[src/rtl/rp_msgq_pkg.sv]
package rp_msgq_pkg;

    localparam int unsigned REG_ADDR_W = 12;

    localparam logic [REG_ADDR_W-1:0] OFS_ERR_HEAD = 12'h154;
    localparam logic [REG_ADDR_W-1:0] OFS_IRQ_HEAD = 12'h158;
    localparam logic [REG_ADDR_W-1:0] OFS_IRQ_DATA = 12'h15C;

    localparam int unsigned IRQ_VALID_BIT = 31;
    localparam int unsigned IRQ_MSI_BIT   = 30;
    localparam int unsigned IRQ_LINE_LSB  = 27;
    localparam int unsigned ERR_VALID_BIT = 18;
    localparam int unsigned ERR_CLASS_LSB = 16;

    localparam int unsigned NUM_ERR_EV = 3;

    typedef enum logic [1:0] {
        ERR_COR      = 2'd0,
        ERR_NONFATAL = 2'd1,
        ERR_FATAL    = 2'd2,
        ERR_FATAL_X  = 2'd3
    } err_class_e;

    typedef struct packed {
        logic        is_msi;
        logic [1:0]  line;
        logic [15:0] data;
    } irq_entry_t;

    typedef struct packed {
        err_class_e  cls;
        logic [15:0] rid;
    } err_entry_t;

    function automatic logic [31:0] pack_irq_head(input logic vld, input irq_entry_t e);
        logic [31:0] r;
        r = '0;
        if (vld) begin
            r[IRQ_VALID_BIT] = 1'b1;
            r[IRQ_MSI_BIT]   = e.is_msi;
            r[IRQ_LINE_LSB +: 2] = e.is_msi ? 2'b00 : e.line;
        end
        return r;
    endfunction

    function automatic logic [31:0] pack_irq_data(input logic vld, input irq_entry_t e);
        return (vld && e.is_msi) ? {16'h0000, e.data} : 32'h0;
    endfunction

    function automatic logic [31:0] pack_err_head(input logic vld, input err_entry_t e);
        logic [31:0] r;
        r = '0;
        if (vld) begin
            r[ERR_VALID_BIT]       = 1'b1;
            r[ERR_CLASS_LSB +: 2]  = e.cls;
            r[15:0]                = e.rid;
        end
        return r;
    endfunction

    function automatic int unsigned class_to_event(input err_class_e c);
        case (c)
            ERR_COR:      return 0;
            ERR_NONFATAL: return 1;
            default:      return 2;
        endcase
    endfunction

endpackage

[src/rtl/rp_msg_fifo.sv]
module rp_msg_fifo #(
    parameter int unsigned WIDTH = 19,
    parameter int unsigned DEPTH = 8
) (
    input  logic             clk,
    input  logic             rst,
    input  logic             push,
    input  logic [WIDTH-1:0] din,
    input  logic             pop,
    output logic [WIDTH-1:0] head,
    output logic             head_valid,
    output logic             accepted,
    output logic             overflow
);
    localparam int unsigned AW = (DEPTH > 1) ? $clog2(DEPTH) : 1;
    localparam int unsigned CW = $clog2(DEPTH + 1);
    localparam logic [AW-1:0] LAST = AW'(DEPTH - 1);
    localparam logic [CW-1:0] FULL = CW'(DEPTH);

    logic [WIDTH-1:0] mem [DEPTH];
    logic [AW-1:0]    rd_ptr, wr_ptr;
    logic [CW-1:0]    count;
    logic             pop_ok, push_ok;

    assign pop_ok   = pop && (count != '0);
    assign push_ok  = push && ((count != FULL) || pop_ok);
    assign accepted = push_ok;
    assign head       = mem[rd_ptr];
    assign head_valid = (count != '0);

    always_ff @(posedge clk) begin
        if (push_ok) mem[wr_ptr] <= din;
    end

    always_ff @(posedge clk) begin
        if (rst) begin
            rd_ptr   <= '0;
            wr_ptr   <= '0;
            count    <= '0;
            overflow <= 1'b0;
        end else begin
            if (push_ok) wr_ptr <= (wr_ptr == LAST) ? '0 : wr_ptr + 1'b1;
            if (pop_ok)  rd_ptr <= (rd_ptr == LAST) ? '0 : rd_ptr + 1'b1;
            case ({push_ok, pop_ok})
                2'b10:   count <= count + 1'b1;
                2'b01:   count <= count - 1'b1;
                default: count <= count;
            endcase
            if (push && !push_ok) overflow <= 1'b1;
        end
    end

    assert_count_bound_R7: assert property (@(posedge clk) disable iff (rst)
        count <= FULL);

    assert_ovf_sticky_R7: assert property (@(posedge clk) disable iff (rst)
        overflow |=> overflow);

    assert_empty_pop_noop_R6: assert property (@(posedge clk) disable iff (rst)
        (!head_valid && pop && !push) |=> !head_valid);

    assert_full_pop_push_R8: assert property (@(posedge clk) disable iff (rst)
        (count == FULL && pop && push) |=> (count == FULL));

endmodule

[src/rtl/rp_msg_regs.sv]
module rp_msg_regs
    import rp_msgq_pkg::*;
(
    input  logic [REG_ADDR_W-1:0] bus_addr,
    input  logic                  bus_wr,
    input  logic                  irq_vld,
    input  irq_entry_t            irq_head,
    input  logic                  err_vld,
    input  err_entry_t            err_head,
    output logic [31:0]           rdata,
    output logic                  irq_pop,
    output logic                  err_pop
);
    always_comb begin
        case (bus_addr)
            OFS_IRQ_HEAD: rdata = pack_irq_head(irq_vld, irq_head);
            OFS_IRQ_DATA: rdata = pack_irq_data(irq_vld, irq_head);
            OFS_ERR_HEAD: rdata = pack_err_head(err_vld, err_head);
            default:      rdata = 32'h0;
        endcase
    end

    assign irq_pop = bus_wr && (bus_addr == OFS_IRQ_HEAD);
    assign err_pop = bus_wr && (bus_addr == OFS_ERR_HEAD);

    always_comb begin
        assert_pops_exclusive_R10: assert (!(irq_pop && err_pop));
    end

endmodule

[src/rtl/rp_msg_queue.sv]
module rp_msg_queue
    import rp_msgq_pkg::*;
#(
    parameter int unsigned IRQ_DEPTH = 8,
    parameter int unsigned ERR_DEPTH = 4
) (
    input  logic                  clk,
    input  logic                  rst,
    input  logic                  irq_push,
    input  logic                  irq_is_msi,
    input  logic [1:0]            irq_line,
    input  logic [15:0]           irq_data,
    input  logic                  err_push,
    input  logic [1:0]            err_class,
    input  logic [15:0]           err_rid,
    input  logic [REG_ADDR_W-1:0] bus_addr,
    input  logic                  bus_wr,
    output logic [31:0]           bus_rdata,
    output logic                  ev_intx,
    output logic                  ev_msi,
    output logic [NUM_ERR_EV-1:0] ev_err,
    output logic                  irq_ovf,
    output logic                  err_ovf
);
    localparam int unsigned IRQ_W = $bits(irq_entry_t);
    localparam int unsigned ERR_W = $bits(err_entry_t);

    irq_entry_t irq_in, irq_head;
    err_entry_t err_in, err_head;
    logic [IRQ_W-1:0] irq_head_raw;
    logic [ERR_W-1:0] err_head_raw;
    logic irq_vld, err_vld, irq_pop, err_pop, irq_acc, err_acc;

    assign irq_in   = '{is_msi: irq_is_msi, line: irq_line, data: irq_data};
    assign err_in   = '{cls: err_class_e'(err_class), rid: err_rid};
    assign irq_head = irq_entry_t'(irq_head_raw);
    assign err_head = err_entry_t'(err_head_raw);

    rp_msg_fifo #(.WIDTH(IRQ_W), .DEPTH(IRQ_DEPTH)) u_irq_q (
        .clk(clk), .rst(rst), .push(irq_push), .din(irq_in), .pop(irq_pop),
        .head(irq_head_raw), .head_valid(irq_vld), .accepted(irq_acc),
        .overflow(irq_ovf));

    rp_msg_fifo #(.WIDTH(ERR_W), .DEPTH(ERR_DEPTH)) u_err_q (
        .clk(clk), .rst(rst), .push(err_push), .din(err_in), .pop(err_pop),
        .head(err_head_raw), .head_valid(err_vld), .accepted(err_acc),
        .overflow(err_ovf));

    rp_msg_regs u_regs (
        .bus_addr(bus_addr), .bus_wr(bus_wr),
        .irq_vld(irq_vld), .irq_head(irq_head),
        .err_vld(err_vld), .err_head(err_head),
        .rdata(bus_rdata), .irq_pop(irq_pop), .err_pop(err_pop));

    always_ff @(posedge clk) begin
        if (rst) begin
            ev_intx <= 1'b0;
            ev_msi  <= 1'b0;
        end else begin
            ev_intx <= irq_acc && !irq_is_msi;
            ev_msi  <= irq_acc && irq_is_msi;
        end
    end

    for (genvar c = 0; c < NUM_ERR_EV; c++) begin : g_err_ev
        always_ff @(posedge clk) begin
            if (rst) ev_err[c] <= 1'b0;
            else     ev_err[c] <= err_acc &&
                                  (class_to_event(err_class_e'(err_class)) == c);
        end
    end

    assert_irq_ev_onehot_R9: assert property (@(posedge clk) disable iff (rst)
        $onehot0({ev_intx, ev_msi}));

    assert_err_ev_onehot_R9: assert property (@(posedge clk) disable iff (rst)
        $onehot0(ev_err));

    assert_msi_ev_cause_R9: assert property (@(posedge clk) disable iff (rst)
        ev_msi |-> $past(irq_push && irq_is_msi));

    assert_err_ev_cause_R9: assert property (@(posedge clk) disable iff (rst)
        (ev_err != '0) |-> $past(err_push));

endmodule

[config.mk]
export PLATFORM = sky130hd
export DESIGN_NAME = rp_msg_queue
export DESIGN_NICKNAME = d
export VERILOG_FILES = /design/src/rtl/rp_msgq_pkg.sv /design/src/rtl/rp_msg_fifo.sv /design/src/rtl/rp_msg_regs.sv /design/src/rtl/rp_msg_queue.sv
export SDC_FILE = /design/constraint.sdc
export NUM_CORES = 1
export LEC_CHECK = 0
export BUFFER_PORTS_ARGS = -buffer_cell sky130_fd_sc_hd__buf_2
export CAP_MARGIN = 0
export CORE_UTILIZATION = 35
export CTS_CLUSTER_SIZE = 30
export DETAILED_ROUTE_END_ITERATION = 10
export GPL_TIMING_DRIVEN = 0
export SETUP_SLACK_MARGIN = 0.15
export SYNTH_ARGS = -nofsm -noshare
export SYNTH_HDL_FRONTEND = slang
export SYNTH_HIERARCHICAL = 1
export SYNTH_SLANG_ARGS = --single-unit
[constraint.sdc]
create_clock -name clk -period 4.7 [get_ports clk]
set_clock_uncertainty 0.15 [all_clocks]
set_input_delay 0.235 -clock clk [delete_from_list [all_inputs] [get_ports clk]]
set_output_delay 0.235 -clock clk [all_outputs]
set_load 0.05 [all_outputs]
Word level (Yosys, flattened, before mapping)
Memories as Yosys holds them, arrays and structs flattened. A register that Yosys moved wholly into a read port is not among the register bits.
Index checks and enable logic that the tools add are counted.
{"block": "word_totals", "reg_bits": 24, "ram_bits": 224, "input_bits": 54, "output_inout_bits": 39, "elab_cells": 86, "memories": 2}
{"block": "classes", "addsub": 8, "eq_ne": 16, "n_mux": 22, "reduce_logical": 25}
{"memory": "u_irq_q.mem", "depth": 8, "width": 19, "rd": 1, "rd_clocked_by_memory_dff": 1, "write_ports": 1, "line_no": "rp_msg_fifo.sv:20", "rtl": "logic [WIDTH-1:0] mem [DEPTH];"}
{"memory": "u_err_q.mem", "depth": 4, "width": 18, "rd": 1, "rd_clocked_by_memory_dff": 1, "write_ports": 1, "line_no": "rp_msg_fifo.sv:20"}
{"cell": "$pmux 32 s3", "count": 1}
{"cell": "$eq 12x9->1 const B", "count": 3}
{"cell": "$eq 32x1->1 const B", "count": 1}
{"cell": "$eq 32x2->1 const B", "count": 1}
{"cell": "$logic_not 32->1", "count": 1}
{"cell": "$mux 32", "count": 1}
{"cell": "$mux 19", "count": 1}
{"cell": "$mux 16", "count": 1}
{"cell": "$logic_and 1x1->1", "count": 14}
{"cell": "$mux 2", "count": 7}
{"cell": "$mux 3", "count": 4}
{"cell": "$add 3x1->3 const B", "count": 3}
{"cell": "$eq 2x2->1 const B", "count": 4}
{"cell": "$pmux 4 s2", "count": 1}
{"cell": "$eq 2x1->1 const B", "count": 3}
{"cell": "$eq 3x3->1 const B", "count": 2}
{"cell": "$pmux 3 s2", "count": 1}
{"cell": "$add 2x1->2 const B", "count": 2}
{"cell": "$add 4x1->4 const B", "count": 1}
{"cell": "$mux 1", "count": 4}
{"cell": "$ne 4x4->1 const B", "count": 1}
{"cell": "$pmux 2 s2", "count": 1}
{"cell": "$reduce_bool 2->1", "count": 2}
{"cell": "$reduce_bool 4->1", "count": 1}
{"cell": "other kinds (7)", "count": 10}

Logic depth before layout (Yosys ltp)
Gate-level depths: netlist of the first run.
{"block": "depth", "depth_word": 7, "mapped_depth": 12, "depth_no_buf": 11}

Modules after synthesis
The synthesis of the first run kept the hierarchy.
{"module": "rp_msg_fifo (u_irq_q)", "n_inst": 1, "cells_per_inst": 301, "area_each_um2": 6456.2, "seq_area_each_um2": 4844.6}
{"module": "rp_msg_fifo (u_err_q)", "n_inst": 1, "cells_per_inst": 162, "area_each_um2": 3198.1, "seq_area_each_um2": 2362.3}
{"module": "rp_msg_regs", "n_inst": 1, "cells_per_inst": 69, "area_each_um2": 469.2, "seq_area_each_um2": 0.0}
{"module": "rp_msg_queue", "n_inst": 1, "cells_per_inst": 10, "area_each_um2": 158.9, "seq_area_each_um2": 100.1}

Least setup slack after synthesis of the first run
OpenSTA, ideal clock, no wires.
{"block": "synth_timing", "kind": "input port to flip-flop", "start": "in bus_addr[9]", "end": "mem u_irq_q.mem[0][0], enable pin", "setup_ns": 0.444, "arrival_ns": 3.364, "required_ns": 4.106, "path_slack_ns": 0.742, "cell_stages": 8, "path_cell_list": "nor4b_4 > nand3_2 > buf_6 > nor2_1 > nor2b_1 > a21bo_1 > buf_6 > nor4_1"}
{"block": "synth_via", "elab_chain_len": 7}
{"element": "start, declared", "line_no": "rp_msg_queue.sv:16", "rtl": "input logic [REG_ADDR_W-1:0] bus_addr,"}
{"element": "$eq 12x9->1", "line_no": "rp_msg_regs.sv:23", "rtl": "assign irq_pop = bus_wr && (bus_addr == OFS_IRQ_HEAD);"}
{"element": "$logic_and 1x1->1", "line_no": "rp_msg_regs.sv:23"}
{"element": "named net irq_pop", "line_no": "rp_msg_queue.sv:32", "rtl": "logic irq_vld, err_vld, irq_pop, err_pop, irq_acc, err_acc;"}
{"element": "$logic_and 1x1->1", "line_no": "rp_msg_fifo.sv:25", "rtl": "assign pop_ok = pop && (count != '0);"}
{"element": "$logic_or 1x1->1", "line_no": "rp_msg_fifo.sv:26", "rtl": "assign push_ok = push && ((count != FULL) || pop_ok);"}
{"element": "$logic_and 1x1->1", "line_no": "rp_msg_fifo.sv:26"}
{"element": "$mux 1", "line_no": "rp_msg_fifo.sv:32", "rtl": "if (push_ok) mem[wr_ptr] <= din;"}
{"element": "$mux 1 (not written as such)", "line_no": "rp_msg_fifo.sv:32"}
{"element": "end, declared", "line_no": "rp_msg_fifo.sv:20"}
The timed path passes the listed nets, and every way through them passes these cells.

==> results.sh, run 1 <==
export IMPL_p_sw_uw=970
export IMPL_drive_above_1_share_pct=36.0
export IMPL_grt_max_degree=19
export IMPL_final_design_area_no_fill_mm2=0.0127
export IMPL_synthToLayoutAreaGrowth_pct=23.2
export IMPL_final_core_util_pct=44.0
export IMPL_min_delay_path_class="input port to flip-flop"
export IMPL_global_route_usage_total_pct=14.8
export IMPL_synth_top_cells_by_count="sky130_fd_sc_hd__edfxtp_1, sky130_fd_sc_hd__mux4_2, sky130_fd_sc_hd__nor2_1"
export IMPL_synth_edf_count=224
export IMPL_cts_path_max_buffers=3
export IMPL_worstSkewPairLatency_ns=0.52
export IMPL_clk_transition_reported_paths_ns=0.06
export IMPL_global_route_usage_met2_pct=26.4
export IMPL_num_io_pins=93
export IMPL_fillCellCount=2487
export IMPL_share_comb_of_total_power_pct=5.4
export IMPL_grt_pass1_vias=5898
export IMPL_grt_first_pass_wirelength_um=34100
export IMPL_startpoint_type="flip-flop"
export IMPL_initial_core_util_pct=35.7
export IMPL_placed_cells=1031
export IMPL_via_count=5503
export IMPL_fin_cells=1121
export IMPL_async_flop_share_pct=0
export IMPL_rows=62
export IMPL_dr_first_iter_drc_count=358
export IMPL_wl_per_cell_um=19.6
export IMPL_yosysTopAreaCellShare_pct=65.4
export IMPL_postCtsSetupBuffers=0
export IMPL_seqPwrFrac_pct=52.6
export IMPL_max_vdd_ir_drop_mv=0.268
export IMPL_die_width_um=173
export IMPL_worst_r2r_startpoint="u_irq_q/count[1]"
export IMPL_dieArea_mm2=0.0301
export IMPL_drc=0
export IMPL_tritoncts_num_buffers=26
export IMPL_top_usage_layer="met2"
export IMPL_die_y_um=173
export IMPL_seq_area_frac_synth_pct=71.1
export IMPL_sinks_on_clock_net=253
export IMPL_yosysWarnings=6
export IMPL_detailed_place_area_mm2=0.0114
export IMPL_crit_type="flip-flop to output pin"
export IMPL_antenna_found_initial=0
export IMPL_postSynthCellCount=542
export IMPL_layout_worst_path_cycle_share_pct=79.6
export IMPL_max_cap_violations=0
export IMPL_power_switching_share_pct=20.2
export IMPL_postSynth_topFlopCell="sky130_fd_sc_hd__edfxtp_1"
export IMPL_cellLeakagePower_nw=4.37
export IMPL_placement_io_buffers=83
export IMPL_worst_path_required_time_ns=4.32
export IMPL_maxSlewViolCount=0
export IMPL_gp_congestion=0.772
export IMPL_ys_types=60
export IMPL_grt_setup_unrepaired="false"
export IMPL_reg2reg_depth=8
export IMPL_firstDrtPassIters=5
export IMPL_netlist_area_mm2=0.0103
export IMPL_synth_most_common_cell="sky130_fd_sc_hd__edfxtp_1"
export IMPL_p_int_mw=3.84
export IMPL_overall_power_consumption_mw=4.81
export IMPL_relSlewSlack_pct=32.7
export IMPL_setup_violations=0
export IMPL_detail_route_wirelength_um=21900
export IMPL_synth_ff_latch_count=253
export IMPL_global_route_overflow_total=0
export IMPL_yosys_top_cells_area="sky130_fd_sc_hd__edfxtp_1, sky130_fd_sc_hd__mux4_2, sky130_fd_sc_hd__dfxtp_1"
export IMPL_worst_endpoint_arrival_ns=3.36
export IMPL_grt_util_met3_pct=2.08
export IMPL_worst_setup_path_endpoint="bus_rdata[7]"
export IMPL_end_kind="output pin"
export IMPL_regToRegEndpoint="u_irq_q/count[3]"
export IMPL_max_clock_freq_mhz=267
export IMPL_setup_reg_to_reg_worst_slack_ns=2.05
export IMPL_htreeDepth=1
export IMPL_worstPathMaxFanout=10
export IMPL_status="complete, no violations"
export IMPL_power_density_mw_per_mm2=380
export IMPL_ctsRootBufferMaster="sky130_fd_sc_hd__clkbuf_16"
export IMPL_detailed_place_hpwl_um=15300
export IMPL_final_net_count=784
export IMPL_max_slew_worst_pin_slew_ns=1.01
export IMPL_grt_met1_usage_pct=19.1
export IMPL_clock_power_share_pct=42.0
export IMPL_vias_per_cell=4.91
export IMPL_core_area_mm2=0.0288
export IMPL_netlist_top_cell_by_area="sky130_fd_sc_hd__edfxtp_1"
export IMPL_cts_tree="yes"
export IMPL_layout_min_cycle_time_ns=3.74
export IMPL_detail_route_antenna_nets=0
export IMPL_antenna_diode_count=0
export IMPL_syn_mean_instance_area_um2=19.0
export IMPL_number_of_endpoints_with_negative_hold_slack_in_the_final_report=0
export IMPL_hold_worst_slack_ns=0.0118
power groups by stage:
stage / clock network (mW) / registers (mW) / logic (mW)
2_1_floorplan: 0 / 2.58 / 0.127
3_3_place_gp: 0 / 2.57 / 0.212
3_5_place_dp: 0 / 2.58 / 0.233
4_1_cts: 2.06 / 2.53 / 0.262
5_1_grt: 2.15 / 2.53 / 0.281
6_report: 2.02 / 2.53 / 0.258
sequential cells by signal, summed over array words and instances (netlist names), named ones only:
signal            flops
u_irq_q/rd_ptr        3
u_err_q/count         3
u_irq_q/overflow      1
ev_intx               1
u_err_q/overflow      1
u_irq_q/wr_ptr        3
u_irq_q/mem         152
ev_err                3
u_err_q/mem          72
u_irq_q/count         4
u_err_q/rd_ptr        2
ev_msi                1
u_err_q/wr_ptr        2
cell type report:
cell class                 instances  area (µm²)  share of cell area (%)
clock inverter                    10         131                    1.04
buffer                            35         260                    2.06
sequential                       253        7310                    57.7
timing repair buffer             139         990                    7.82
tap                              384         480                    3.79
multi-input combinational        251        2740                    21.6
clock buffer                      38         716                    5.65
inverter                          11        43.8                   0.346
metrics by stage:
| stage | setup TNS (ns) | setup slack, ns |
|---|---|---|
| final | 0 | 0.960 |
| after global routing | 0 | 0.760 |
| after CTS | 0 | 0.909 |
| after detailed placement | 0 | 1.17 |
| after global placement | -74.42 | -1.68 |
| after floorplan | 0 | 0.742 |
cells in the final DEF, fill, tap and decap left out, types with 10 or more instances in the layout:
cell type,netlist,layout
sky130_fd_sc_hd__edfxtp_1,224,224
sky130_fd_sc_hd__buf_2,7,90
sky130_fd_sc_hd__mux4_2,56,56
sky130_fd_sc_hd__dlygate4sd3_1,0,42
sky130_fd_sc_hd__nor2_1,37,34
sky130_fd_sc_hd__dfxtp_1,29,29
sky130_fd_sc_hd__clkbuf_16,0,26
sky130_fd_sc_hd__mux2_2,19,19
sky130_fd_sc_hd__buf_6,10,17
sky130_fd_sc_hd__a22oi_1,16,16
sky130_fd_sc_hd__buf_4,11,15
sky130_fd_sc_hd__clkbuf_1,2,12
sky130_fd_sc_hd__nand2_1,12,12
sky130_fd_sc_hd__a21oi_1,11,11
sky130_fd_sc_hd__ha_1,11,11
sky130_fd_sc_hd__inv_1,10,10
worst max-delay path, cell delays in order (launching register included):
cell and delay (ns):
sky130_fd_sc_hd__dfxtp_1 0.32, sky130_fd_sc_hd__buf_2 0.28, sky130_fd_sc_hd__buf_2 0.38, sky130_fd_sc_hd__mux4_2 0.35, sky130_fd_sc_hd__mux2_2 0.33, sky130_fd_sc_hd__and4_1 0.23, sky130_fd_sc_hd__clkbuf_2 0.19, sky130_fd_sc_hd__buf_6 0.18
sky130_fd_sc_hd__a22oi_1 0.25, sky130_fd_sc_hd__nor2_1 0.08, sky130_fd_sc_hd__buf_2 0.22
logic make-up (layout without fill, tap and decap cells):
family / count (synthesis) / after routing / synth area share [%]
DFF: 253 / 253 / 71.1
and+or+nand+nor: 100 / 100 / 5.73
muxes: 80 / 80 / 14.8
buffers and inverters: 46 / 233 / 2.96
AOI/OAI and AO/OA: 44 / 44 / 3.21
adders and majority gates: 13 / 13 / 1.73
xor gates and xnor gates: 5 / 5 / 0.426
other: 1 / 9 / 0.0365
worst min path at each step:
stage / from / to / slack (ns) / cells after the start
2_1_floorplan: err_class[1] / ev_err[1] / 0.15 / 1
3_3_place_gp: err_rid[9] / u_err_q/mem[0][9] / 0.29 / 1
3_5_place_dp: err_rid[9] / u_err_q/mem[3][9] / 0.30 / 1
4_1_cts: err_push / u_err_q/wr_ptr[0] / 0.0006 / 4
5_1_grt: err_push / u_err_q/wr_ptr[0] / 0.05 / 4
6_report: err_push / u_err_q/wr_ptr[0] / 0.01 / 4
per-layer routing:
layer  wire length [µm]  part of all wire, %  vias up
li1                   -                    -     2510
met1               9240                   42     2846
met2              11500                   53      127
met3                919                  4.2       20
met4                243                  1.1        0
met5                  0                    0        -
timing repair:
action / CTS / global route
hold buffers: 42 / 0
endpoints found under the hold margin: 231 / 0
gates resized for setup: 0 / 0
Power figures use the tool's default switching activity.
==> inputs of run 2 (changes only) <==
Clock period 4.7 ns to 3.74 ns, I/O delays scaled along.
==> results.sh, run 2 (synthesis results as in run 1) <==
export IMPL_setup_violations=0
export IMPL_power_density_mw_per_mm2=483
export IMPL_max_vdd_ir_drop_mv=0.418
export IMPL_detailed_place_hpwl_um=15200
export IMPL_sinks_on_clock_net=253
export IMPL_hold_worst_slack_ns=0.190
export IMPL_drive_above_1_share_pct=37.6
export IMPL_core_area_mm2=0.0288
export IMPL_top_layer_used="met4"
export IMPL_grt_pass1_vias=5929
export IMPL_num_io_pins=93
export IMPL_dr_first_iter_drc_count=385
export IMPL_multi_input_area_mm2=0.00276
export IMPL_hold_path_depth=6
export IMPL_finalSetupTns_ns=0
export IMPL_cellLeakagePower_nw=4.41
export IMPL_cts_path_max_buffers=3
export IMPL_worst_path_max_delay_cell="sky130_fd_sc_hd__mux4_2"
export IMPL_dr_wl_met3_um=1140
export IMPL_via_count=5484
export IMPL_rows=62
export IMPL_worst_path_required_time_ns=3.40
export IMPL_layout_common_cells="sky130_fd_sc_hd__edfxtp_1, sky130_fd_sc_hd__buf_2, sky130_fd_sc_hd__mux4_2"
export IMPL_dieArea_mm2=0.0301
export IMPL_max_clock_freq_mhz=294
export IMPL_gp_congestion=0.777
export IMPL_final_setup_worst_slack_ns=0.338
export IMPL_largest_regs="u_irq_q/mem: 152 flops, u_err_q/mem: 72 flops, u_irq_q/count: 4 flops"
export IMPL_detail_route_antenna_nets=0
export IMPL_global_route_usage_total_pct=14.8
export IMPL_grt_first_pass_wirelength_um=34100
export IMPL_cpMostUsedCell="sky130_fd_sc_hd__buf_12"
export IMPL_dpl_worst_slack_ns=0.246
export IMPL_drc=0
export IMPL_wl_per_cell_um=19.5
export IMPL_global_route_overflow_total=0
export IMPL_timing_hold_worst_endpoint="u_err_q/overflow"
export IMPL_layout_worst_path_cycle_share_pct=91.0
export IMPL_die_width_um=173
export IMPL_firstDrtPassIters=5
export IMPL_final_net_count=783
export IMPL_setup_reg_to_reg_worst_slack_ns=1.04
export IMPL_initial_core_util_pct=35.7
export IMPL_placement_io_buffers=83
export IMPL_clk_transition_reported_paths_ns=0.06
export IMPL_relSlewSlack_pct=31.9
export IMPL_timing_critical_path_slowest_cell_delay_ns=0.51
export IMPL_worst_r2r_startpoint="u_irq_q/count[1]"
export IMPL_grt_max_degree=19
export IMPL_detail_route_wirelength_um=21900
export IMPL_antenna_found_initial=1
export IMPL_min_delay_path_class="input port to flip-flop"
export IMPL_critical_path_cell_chain="buf_12 -> buf_12 -> mux4_2 -> mux2_4 -> and4_1 -> buf_2 -> buf_6 -> a22oi_1 -> nor2_1 -> clkbuf_4"
export IMPL_regArea_mm2=0.00731
export IMPL_layout_min_cycle_time_ns=3.40
export IMPL_largest_register_ff_count=152
export IMPL_maxSlewViolCount=0
export IMPL_cts_tree="yes"
export IMPL_regMostFlops="u_irq_q/mem"
export IMPL_vias_per_cell=4.89
export IMPL_number_of_endpoints_with_negative_hold_slack_in_the_final_report=0
export IMPL_leading_cell_type_in_the_layout_fill_and_taps_excluded="sky130_fd_sc_hd__edfxtp_1"
export IMPL_max_cap_violations=0
export IMPL_reg2reg_depth=8
export IMPL_worst_endpoint_arrival_ns=3.07
export IMPL_worstHoldStart="bus_wr"
export IMPL_fillCellCount=2487
export IMPL_m1WireLength_um=9130
export IMPL_startpoint_type="flip-flop"
export IMPL_worstPathMaxFanout=10
export IMPL_synthToLayoutAreaGrowth_pct=24.4
export IMPL_worstSkewPairLatency_ns=0.51
export IMPL_regToRegEndpoint="u_irq_q/count[3]"
export IMPL_ctsRootBufferMaster="sky130_fd_sc_hd__clkbuf_16"
export IMPL_crit_type="flip-flop to output pin"
export IMPL_grt_setup_unrepaired="false"
export IMPL_tritoncts_num_buffers=26
export IMPL_max_slew_worst_pin_slew_ns=1.02
export IMPL_die_y_um=173
export IMPL_end_kind="output pin"
export IMPL_status="complete, no violations"
export IMPL_htreeDepth=1
export IMPL_postCtsSetupBuffers=0
export IMPL_wl_met2_um=11300
run 2: changes by cell type in the layout (fill, tap and decap cells not counted), sizes merged:
cell	before	now
buf	127	122
clkbuf	43	40
clkinv	7	10
clkinvlp	0	2
bufinv	3	4
diode	0	1
dlygate4sd3	42	43
run 2: per-layer routing:
| layer | vias to the layer above | global-route usage [%] |
|---|---|---|
| met5 | - | 0 |
| li1 | 2500 | - |
| met1 | 2795 | 18.9 |
| met3 | 29 | 2.19 |
| met2 | 160 | 26.2 |
| met4 | 0 | 3.98 |
run 2: how the worst max path moves through the flow:
stage,startpoint,to
floorplan,bus_addr[9],u_irq_q/mem[1][0]
global placement,bus_addr[9],u_irq_q/mem[1][1]
detailed placement,bus_addr[9],u_irq_q/mem[7][2]
CTS,flip-flop,bus_rdata[6]
global route,flip-flop,bus_rdata[8]
finish,flip-flop,bus_rdata[8]
run 2: what timing repair did:
action / in CTS / in global routing
hold buffers: 43 / 0
gates resized for setup: 4 / 11
setup endpoints to repair: 10 / 10
endpoints found under the hold margin: 233 / 0
pin swaps: 0 / 0
run 2: final cells by class:
type                            count  share of cell area (%)
Tap cell                          384                    3.76
Clock inverter                     16                    1.51
Timing Repair Buffer              138                    7.85
Inverter                           11                   0.342
Clock buffer                       32                    5.59
Multi-Input combinational cell    251                    21.6
Sequential cell                   253                    57.1
Buffer                             35                    2.24
Antenna cell                        1                  0.0196
run 2: worst max-delay path: cells and delay by family, from the launching register on:
family / cells / cell delay (ns)
mux: 2 / 0.83
simple gates: 2 / 0.29
compound gates: 1 / 0.20
flops: 1 / 0.35
buf+inv: 5 / 0.88
run 2: where the power goes:
group / internal (mW) / leakage, nW / switching (mW) / total (mW)
clock network: 1.64 / 0.447 / 1.04 / 2.68
logic: 0.142 / 1.69 / 0.184 / 0.326
registers: 3.15 / 2.28 / 0.0284 / 3.18
run 2: through the flow:
stage	area (µm²)	utilization (%)	std cells	power, mW
floorplan	10300	-	550	3.40
detailed placement	11400	39.6	1029	3.53
CTS	12800	44.3	1120	6.24
finish	12800	44.4	1121	6.18
global route	12800	44.4	1121	6.37
global placement	11200	39.0	1017	3.50
